[src/rtl/rsp_pkg.sv]
package rsp_pkg;

    localparam int DATA_W  = 8;
    localparam int PC_W    = 8;
    localparam int NREG    = 4;
    localparam int IDX_W   = $clog2(NREG);
    localparam int INSTR_W = 1 + IDX_W + PC_W;

    typedef enum logic {
        OP_INC = 1'b0,
        OP_JZ  = 1'b1
    } op_e;

    // fetched instruction, as held in the instruction queue
    typedef struct packed {
        op_e              op;
        logic [IDX_W-1:0] idx;
        logic [PC_W-1:0]  label;
    } instr_t;

    // instruction with operand value, as held in the operand queue
    typedef struct packed {
        op_e               op;
        logic [IDX_W-1:0]  idx;
        logic [DATA_W-1:0] val;
        logic [PC_W-1:0]   label;
    } opnd_t;

    function automatic instr_t unpack_word(logic [INSTR_W-1:0] w);
        return instr_t'(w);
    endfunction

    // read-after-write conflict with an increment still waiting to resolve
    function automatic logic raw_pending(instr_t head, logic pend_v, opnd_t pend);
        return pend_v && (pend.op == OP_INC) && (pend.idx == head.idx);
    endfunction

    function automatic opnd_t attach_value(instr_t head, logic [DATA_W-1:0] v);
        opnd_t o;
        o.op    = head.op;
        o.idx   = head.idx;
        o.val   = v;
        o.label = head.label;
        return o;
    endfunction

endpackage

[src/rtl/rsp_regfile.sv]
module rsp_regfile
    import rsp_pkg::*;
(
    input  logic                        clk,
    input  logic                        rst,
    input  logic                        wr_en,
    input  logic [IDX_W-1:0]            wr_idx,
    input  logic [DATA_W-1:0]           wr_val,
    input  logic [IDX_W-1:0]            rd_idx,
    output logic [DATA_W-1:0]           rd_val,
    input  logic [IDX_W-1:0]            dbg_idx,
    output logic [DATA_W-1:0]           dbg_val,
    output logic [NREG-1:0][DATA_W-1:0] regs_o
);

    logic [NREG-1:0][DATA_W-1:0] cells;

    for (genvar g = 0; g < NREG; g++) begin : g_cell
        always_ff @(posedge clk) begin
            if (rst) begin
                cells[g] <= '0;
            end else if (wr_en && (wr_idx == IDX_W'(g))) begin
                cells[g] <= wr_val;
            end
        end
    end

    assign rd_val  = cells[rd_idx];
    assign dbg_val = cells[dbg_idx];
    assign regs_o  = cells;

endmodule

[src/rtl/rsp_fetch.sv]
module rsp_fetch
    import rsp_pkg::*;
(
    input  logic               clk,
    input  logic               rst,
    input  logic               fire,
    input  logic               deq,
    input  logic               redirect,
    input  logic [PC_W-1:0]    target,
    input  logic [INSTR_W-1:0] word,
    output logic [PC_W-1:0]    pc,
    output logic               iq_v,
    output instr_t             iq_q
);

    always_ff @(posedge clk) begin
        if (rst) begin
            pc   <= '0;
            iq_v <= 1'b0;
            iq_q <= '0;
        end else if (redirect) begin
            // a taken jump beats any append in the same cycle
            pc   <= target;
            iq_v <= 1'b0;
        end else if (fire) begin
            pc   <= pc + PC_W'(1);
            iq_v <= 1'b1;
            iq_q <= unpack_word(word);
        end else if (deq) begin
            iq_v <= 1'b0;
        end
    end


    pc_step_chk: assert property (@(posedge clk) disable iff (rst)
        (fire && !redirect) |=> (pc == $past(pc) + PC_W'(1)));


    refill_chk: assert property (@(posedge clk) disable iff (rst)
        (iq_v && deq && fire && !redirect) |=> iq_v);

endmodule

[src/rtl/rsp_operand.sv]
module rsp_operand
    import rsp_pkg::*;
(
    input  logic              clk,
    input  logic              rst,
    input  logic              iq_v,
    input  instr_t            head,
    input  logic [DATA_W-1:0] rd_val,
    input  logic              drain,
    input  logic              flush,
    output logic              take,
    output logic              stall,
    output logic              oq_v,
    output opnd_t             oq_q
);

    logic room;

    assign stall = iq_v && raw_pending(head, oq_v, oq_q);
    assign room  = !oq_v || drain;
    assign take  = iq_v && !stall && room && !flush;

    always_ff @(posedge clk) begin
        if (rst) begin
            oq_v <= 1'b0;
            oq_q <= '0;
        end else if (flush) begin
            oq_v <= 1'b0;
        end else if (take) begin
            oq_v <= 1'b1;
            oq_q <= attach_value(head, rd_val);
        end else if (drain) begin
            oq_v <= 1'b0;
        end
    end


    oq_refill_chk: assert property (@(posedge clk) disable iff (rst)
        (oq_v && drain && take) |=> oq_v);

endmodule

[src/rtl/rsp_core.sv]
module rsp_core
    import rsp_pkg::*;
(
    input  logic               clk,
    input  logic               rst,
    output logic [PC_W-1:0]    imem_addr,
    input  logic [INSTR_W-1:0] imem_data,
    input  logic [IDX_W-1:0]   dbg_sel,
    output logic [DATA_W-1:0]  dbg_val
);

    logic                        iq_v;
    instr_t                      iq_q;
    logic                        oq_v;
    opnd_t                       oq_q;
    logic [PC_W-1:0]             pc;
    logic [DATA_W-1:0]           rd_val;
    logic [NREG-1:0][DATA_W-1:0] regs;
    logic                        op_take;
    logic                        op_stall;
    logic                        do_inc;
    logic                        do_jump;
    logic                        fetch_fire;

    // resolve stage: always consumes whatever the operand queue holds
    assign do_inc     = oq_v && (oq_q.op == OP_INC);
    assign do_jump    = oq_v && (oq_q.op == OP_JZ) && (oq_q.val == '0);
    assign fetch_fire = !iq_v || op_take;
    assign imem_addr  = pc;

    rsp_fetch u_fetch (
        .clk      (clk),
        .rst      (rst),
        .fire     (fetch_fire),
        .deq      (op_take),
        .redirect (do_jump),
        .target   (oq_q.label),
        .word     (imem_data),
        .pc       (pc),
        .iq_v     (iq_v),
        .iq_q     (iq_q)
    );

    rsp_operand u_operand (
        .clk    (clk),
        .rst    (rst),
        .iq_v   (iq_v),
        .head   (iq_q),
        .rd_val (rd_val),
        .drain  (oq_v),
        .flush  (do_jump),
        .take   (op_take),
        .stall  (op_stall),
        .oq_v   (oq_v),
        .oq_q   (oq_q)
    );

    rsp_regfile u_regs (
        .clk     (clk),
        .rst     (rst),
        .wr_en   (do_inc),
        .wr_idx  (oq_q.idx),
        .wr_val  (oq_q.val + DATA_W'(1)),
        .rd_idx  (iq_q.idx),
        .rd_val  (rd_val),
        .dbg_idx (dbg_sel),
        .dbg_val (dbg_val),
        .regs_o  (regs)
    );


    flush_empty_chk: assert property (@(posedge clk) disable iff (rst)
        do_jump |=> (!iq_v && !oq_v));


    jump_target_chk: assert property (@(posedge clk) disable iff (rst)
        do_jump |=> (pc == $past(oq_q.label)));


    inc_writeback_chk: assert property (@(posedge clk) disable iff (rst)
        do_inc |=> (regs[$past(oq_q.idx)] == $past(oq_q.val) + DATA_W'(1)));


    raw_hold_chk: assert property (@(posedge clk) disable iff (rst)
        op_stall |=> (iq_v && $stable(iq_q) && $stable(pc)));


    not_taken_chk: assert property (@(posedge clk) disable iff (rst)
        (oq_v && oq_q.op == OP_JZ && oq_q.val != '0) |=> $stable(regs));

endmodule

[config.mk]
export PLATFORM = sky130hd
export DESIGN_NAME = rsp_core
export DESIGN_NICKNAME = d
export VERILOG_FILES = /design/src/rtl/rsp_pkg.sv /design/src/rtl/rsp_regfile.sv /design/src/rtl/rsp_fetch.sv /design/src/rtl/rsp_operand.sv /design/src/rtl/rsp_core.sv
export SDC_FILE = /design/constraint.sdc
export NUM_CORES = 1
export LEC_CHECK = 0
export ABC_AREA = 1
export CAP_MARGIN = 10
export CORE_ASPECT_RATIO = 0.9
export CORE_MARGIN = 5
export CORE_UTILIZATION = 27
export CTS_CLUSTER_SIZE = 14
export DETAILED_ROUTE_END_ITERATION = 16
export PLACE_DENSITY = 0.43
export SETUP_SLACK_MARGIN = 0.05
export SYNTH_ARGS = -nofsm -noshare
export SYNTH_HDL_FRONTEND = slang
export SYNTH_SLANG_ARGS = --single-unit
[constraint.sdc]
create_clock -name clk -period 2.85 [get_ports clk]
set_input_delay 0.285 -clock clk [delete_from_list [all_inputs] [get_ports clk]]
set_output_delay 0.285 -clock clk [all_outputs]
set_load 0.01 [all_outputs]
# Yosys cells after proc, flatten, opt, wreduce, memory -nomap -nowiden
# Index checks and enable logic that the tools add are counted.
[word_totals]
reg_bits = 72
inputBits = 15
out_inout_bits = 16
wordCells = 55
[op_classes]
n_addsub = 2
order_cmp = 2
eq_ne = 4
muxes = 9
bitwise = 2
n_reduce_logical = 22
[ops]
columns = ["cell", "n"]
rows = [
  ["binary-select mux 8 bit (select 2 bit)", 2],
  ["two-way mux 8 bit", 4],
  ["adder 8 x 1 -> 8 bit (second input constant)", 2],
  ["logical AND 1 bit", 11],
  ["logical NOT 8 bit", 1],
  ["less-than comparator 2 x 3 -> 1 bit (second input constant)", 2],
  ["equality test 2 bit (second input constant)", 2],
  ["AND reduction 2 bit", 2],
  ["nonzero test 2 bit", 2],
  ["logical NOT 1 bit", 3],
  ["two-way mux 1 bit", 3],
  ["equality test 2 x 1 -> 1 bit (second input constant)", 1],
  ["equality test 2 bit", 1],
  ["logical NOT 2 bit", 1],
  ["NOT 1 bit", 2],
  ["OR reduction 2 bit", 1],
  ["logical OR 1 bit", 1],
]

# Logic depth before layout (Yosys ltp)
[depth]
ltp_word = 10
depth_mapped = 10
ltp_nobuf = 9

# Modules after synthesis
# Synthesis repeated with hierarchy kept, for this count alone.
[hier_totals]
cells_unflattened = 610
area_unflattened_um2 = 3854.9
[by_module_without_submodules]
columns = ["mod", "n_inst", "cells_per_inst", "area_each_um2", "seq_area_each_um2"]
rows = [
  ["rsp_regfile", 1, 298, 1809.2, 640.6],
  ["rsp_operand", 1, 149, 950.9, 400.4],
  ["rsp_fetch", 1, 123, 903.4, 400.4],
  ["rsp_core", 1, 40, 191.4, 0.0],
]

# Worst setup path after synthesis
# Ideal clock, no wire load.
[synth_timing]
path_kind = "register to register"
start = "register u_operand.oq_q[8] (netlist name)"
end = "register u_operand.oq_q[11] (netlist name)"
setup_time_ps = 113
arrival_ps = 1465
t_required_ps = 2737
setup_slack_ps = 1272
stages_incl_launch_ff = 11
path_buffers = 1
synth_period_minus_slack_ps = 1578
cell_sequence = "dfxtp_1 > inv_1 > ha_1 > nand2_1 > nor2_1 > nand3_2 > nand3_2 > buf_4 > nand2_1 > nand2_1 > nor2_1"
[synth_via]
elab_chain_cells = 5
elab_cells_between_ends = 6
classes_between = "1 x bitwise; 5 x reduce/logical"
[synth_rtl]
columns = ["element", "line_no", "source"]
rows = [
  ["logical NOT 8 bit *", "rsp_core.sv:27", "assign do_jump = oq_v && (oq_q.op == OP_JZ) && (oq_q.val == '0);"],
  ["logical AND 1 bit *", "rsp_core.sv:27", ""],
  ["logical NOT 1 bit", "rsp_operand.sv:21", "assign take = iq_v && !stall && room && !flush;"],
  ["logical AND 1 bit", "rsp_operand.sv:21", ""],
  ["AND reduction 2 bit (no source line) *", "n/a", ""],
]
# Mark *: on every way between the ends. The rest lies on a longest branch, timed or not.
# A chain may end at the register's enable or synchronous reset.

# Worst setup path in the final report
[layout_timing]
start = "input port dbg_sel[0]"
end = "output port dbg_val[5]"
[layout_via]
elab_chain_cells = 2
[layout_rtl]
columns = ["element", "line_no", "source"]
rows = [
  ["start: declaration", "rsp_core.sv:8", "input logic [IDX_W-1:0] dbg_sel,"],
  ["binary-select mux 8 bit (select 2 bit)", "rsp_regfile.sv:29", "assign dbg_val = cells[dbg_idx];"],
  ["two-way mux 8 bit (not written as such)", "rsp_regfile.sv:29", ""],
  ["end: declaration", "rsp_core.sv:9", "output logic [DATA_W-1:0] dbg_val"],
]
# No other way between the ends. The select of a mux whose other input is x is not followed.

==> flow_metrics.tcl <==
set metrics [dict create \
    diodes 0 \
    htreeDepth 3 \
    ys_top_cells_by_area "dfxtp_1 (42%), nor2_1 (13%), o21ai_0 (11%)" \
    root_buffer "clkbuf_16" \
    critical_path_class "input pin to output port" \
    max_freq_mhz 419.3 \
    num_rows 39 \
    synth.net_count 538 \
    r2r_end "u_fetch.iq_q[1]$_SDFFE_PP0P_" \
    grt_pass1_wl_mm 16.58 \
    power_frac_comb_pct 14.6 \
    arrival_ns 2.10 \
    cts_sinks 72 \
    die_area_mm2 0.01520 \
    synth_area_leader_cell "dfxtp_1" \
    cap_violations 0 \
    cp_num_buf_inv 3 \
    cts_resized 0 \
    dp_slack_ns 0.4890 \
    r2r_setup_slack_ns 0.72 \
    ys_seq_elements 72 \
    grt_pass1_vias 3282 \
    hold-path-cell-count 2 \
    async_flop_share_pct 0 \
    reg2reg_from "u_operand.oq_q[8]$_SDFFE_PP0P_" \
    swShare_pct 27.40 \
    worstSkewPairLatency_ns 0.34 \
    worst_ep_required_time_ns 2.57 \
    fin_area_mm2 0.004253 \
    grtUsageTotal_pct 13.74 \
    fin_tns_setup_ns 0 \
    peakVddDrop_uv 276.1 \
    worstMarginPinSlew_ns 0.5326 \
    first_pass_iters 4 \
    cp-end-kind "output port" \
    grt_max_degree 34 \
    clock_path_buffers 2 \
    cts_buffers 9 \
    die-width_um 129.4 \
    drive_above_1_share_pct 5.797 \
    portBuffers 30 \
    synthDistinctLibCells 23 \
    cp_max_fo 9 \
    path_clk_slew_ns 0.06 \
    slew_headroom_pct 64.46 \
    max_stage_delay_ns 0.58 \
    reg2regPathDepth 9 \
    area_growth_pct 22.75 \
    vias 3368 \
    antenna_left 0 \
    min_period_ns 2.385 \
    fin_ws_ns 0.4651 \
    placed_area_mm2 0.003956 \
    p_sw_w 0.0007246 \
    synth_edf_count 0 \
    rsz0062_at_grt "no" \
    die_y_um 117.5 \
    ys_seq_area_share_pct 41.60 \
    drc 0 \
    path_cells "clkdlybuf4s50_1 > clkinv_1 > o21ai_0 > a21oi_1 > a21oi_1 > clkdlybuf4s50_1" \
    clkPwrFrac_pct 42.9 \
    hold_viol_final 0 \
    viasPerCell 4.704 \
    final_nets 566 \
    hp-start "u_operand.oq_q[4]$_SDFFE_PP0P_" \
    ys.flop_type "dfxtp_1" \
    drt-total-wl_mm 9.847 \
    setup_violations 0 \
    syn_inst 520 \
    first_iter_violations 189 \
    holdPathEnd "u_operand.oq_q[4]$_SDFFE_PP0P_" \
    syn_area_mm2 0.003465 \
    crit_family "buffers and inverters" \
    place.gp.congestion 0.7752 \
    seq_power_share_pct 42.6 \
    power.total_w 0.002645 \
    p_leak_nw 1.857 \
    intPower_w 0.001920 \
    slowest_stage "clkdlybuf4s50_1" \
    gr-total-overflow 0 \
    wl_per_cell_um 13.75 \
    synthTopCellsByCount "nor2_1 (123), o21ai_0 (79), dfxtp_1 (72)" \
    hp-class "flop to flop" \
    synth.most_common_cell "nor2_1" \
    cts_hold_buf 0 \
    cts_setup_buffers 0 \
    syn-mean-instance-area_um2 6.663 \
    power.density_mw_per_mm2 621.9 \
    yosysWarnings 0 \
    finClkSkew_ns 0.005125 \
    dpl.hpwl_mm 6.866 \
    grt_antenna_before_repair 0 \
    slew_violations 0 \
    status "complete, no violations" \
    design.portCount 31 \
    coreArea_mm2 0.01264 \
    startpoint_type "input pin" \
    initial_core_util_pct 27.41 \
    synth_top_area_share_pct 41.60 \
    finalCritPeriodShare_pct 83.68 \
    cts_tree "yes" \
]
metal layers:
layer / up-vias / wire [um] / track usage (%)
li1: 1741 / - / -
met1: 1557 / 4871 / 18.68
met2: 62 / 4432 / 21.24
met3: 8 / 438 / 4.174
met4: 0 / 105 / 3.346
met5: - / 0 / 0
worst max path at each step:
stage	from	end	cells after the start
final	dbg_sel[0]	dbg_val[5]	6
after detailed placement	dbg_sel[0]	dbg_val[5]	6
after CTS	dbg_sel[0]	dbg_val[5]	6
after global routing	dbg_sel[0]	dbg_val[5]	6
after global placement	dbg_sel[0]	dbg_val[5]	6
after floorplan	u_operand.oq_q[8]$_SDFFE_PP0P_	u_operand.oq_q[11]$_SDFFE_PP0P_	10
power by group through the flow:
stage,Clock (W),Sequential (W),Combinational (W)
2_1_floorplan,0,0.00113,0.000253
3_5_place_dp,0,0.00115,0.000388
5_1_grt,0.00121,0.00113,0.000445
3_3_place_gp,0,0.00115,0.000387
6_report,0.00113,0.00113,0.000385
4_1_cts,0.00117,0.00113,0.000390
worst register-to-register path, cell delays in order, from the launching register on:
cell     delay, ns
dfxtp_1       0.38
inv_1         0.13
ha_1          0.18
nand2_1       0.06
nor2_1        0.23
nand3_1       0.26
nand2_2       0.32
inv_1         0.25
nor2_1        0.16
nor2_1        0.06
sequential cells by signal, indices dropped and copies added, names as in the netlist:
signal	flops
u_regs.regs_o	32
u_fetch.pc	8
u_operand.oq_v	1
u_fetch.iq_v	1
u_operand.oq_q	19
u_fetch.iq_q	11
cells by family after synthesis:
group / after synthesis / share of synthesized area (%)
AND/OR/NAND/NOR: 232 / 27.30
AO/OA/AOI/OAI: 128 / 18.85
buffers and inverters: 76 / 8.884
flip-flops: 72 / 41.60
XOR/XNOR: 9 / 2.275
adder cells (fa/ha/maj): 3 / 1.084
through the flow:
step | instances | util [%] | hold slack (ns)
floorplan | 520 | - | 0.4359
global placement | 701 | 31.30 | 0.4480
detailed placement | 701 | 31.30 | 0.4519
CTS | 716 | 33.65 | 0.4598
global route | 716 | 33.65 | 0.4903
finish | 716 | 33.65 | 0.4592
placed cells by master, fill, tap and decap left out, drive strengths merged:
cell / Yosys / layout
clkbuf: 15 / 10
clkinv: 1 / 5
xor2: 8 / 8
clkdlybuf4s50: 0 / 30
bufinv: 0 / 1
o22ai: 10 / 10
inv: 50 / 50
o21ai: 79 / 79
xnor2: 1 / 1
dfxtp: 72 / 72
nor3: 8 / 8
nand3: 22 / 22
buf: 10 / 12
nor2: 123 / 123
nand4: 9 / 9
a21oi: 39 / 39
nand2: 69 / 69
ha: 3 / 3
or2: 1 / 1
final cells by class:
cell class	count	area, um2
sequential	72	1441
fill	1392	8386
tap	164	205.2
inverter	51	191.4
clock inverter	5	57.56
multi-input combinational	372	1715
clock buffer	10	239.0
timing repair buffer	42	402.9
Power figures use the tool's default switching activity.
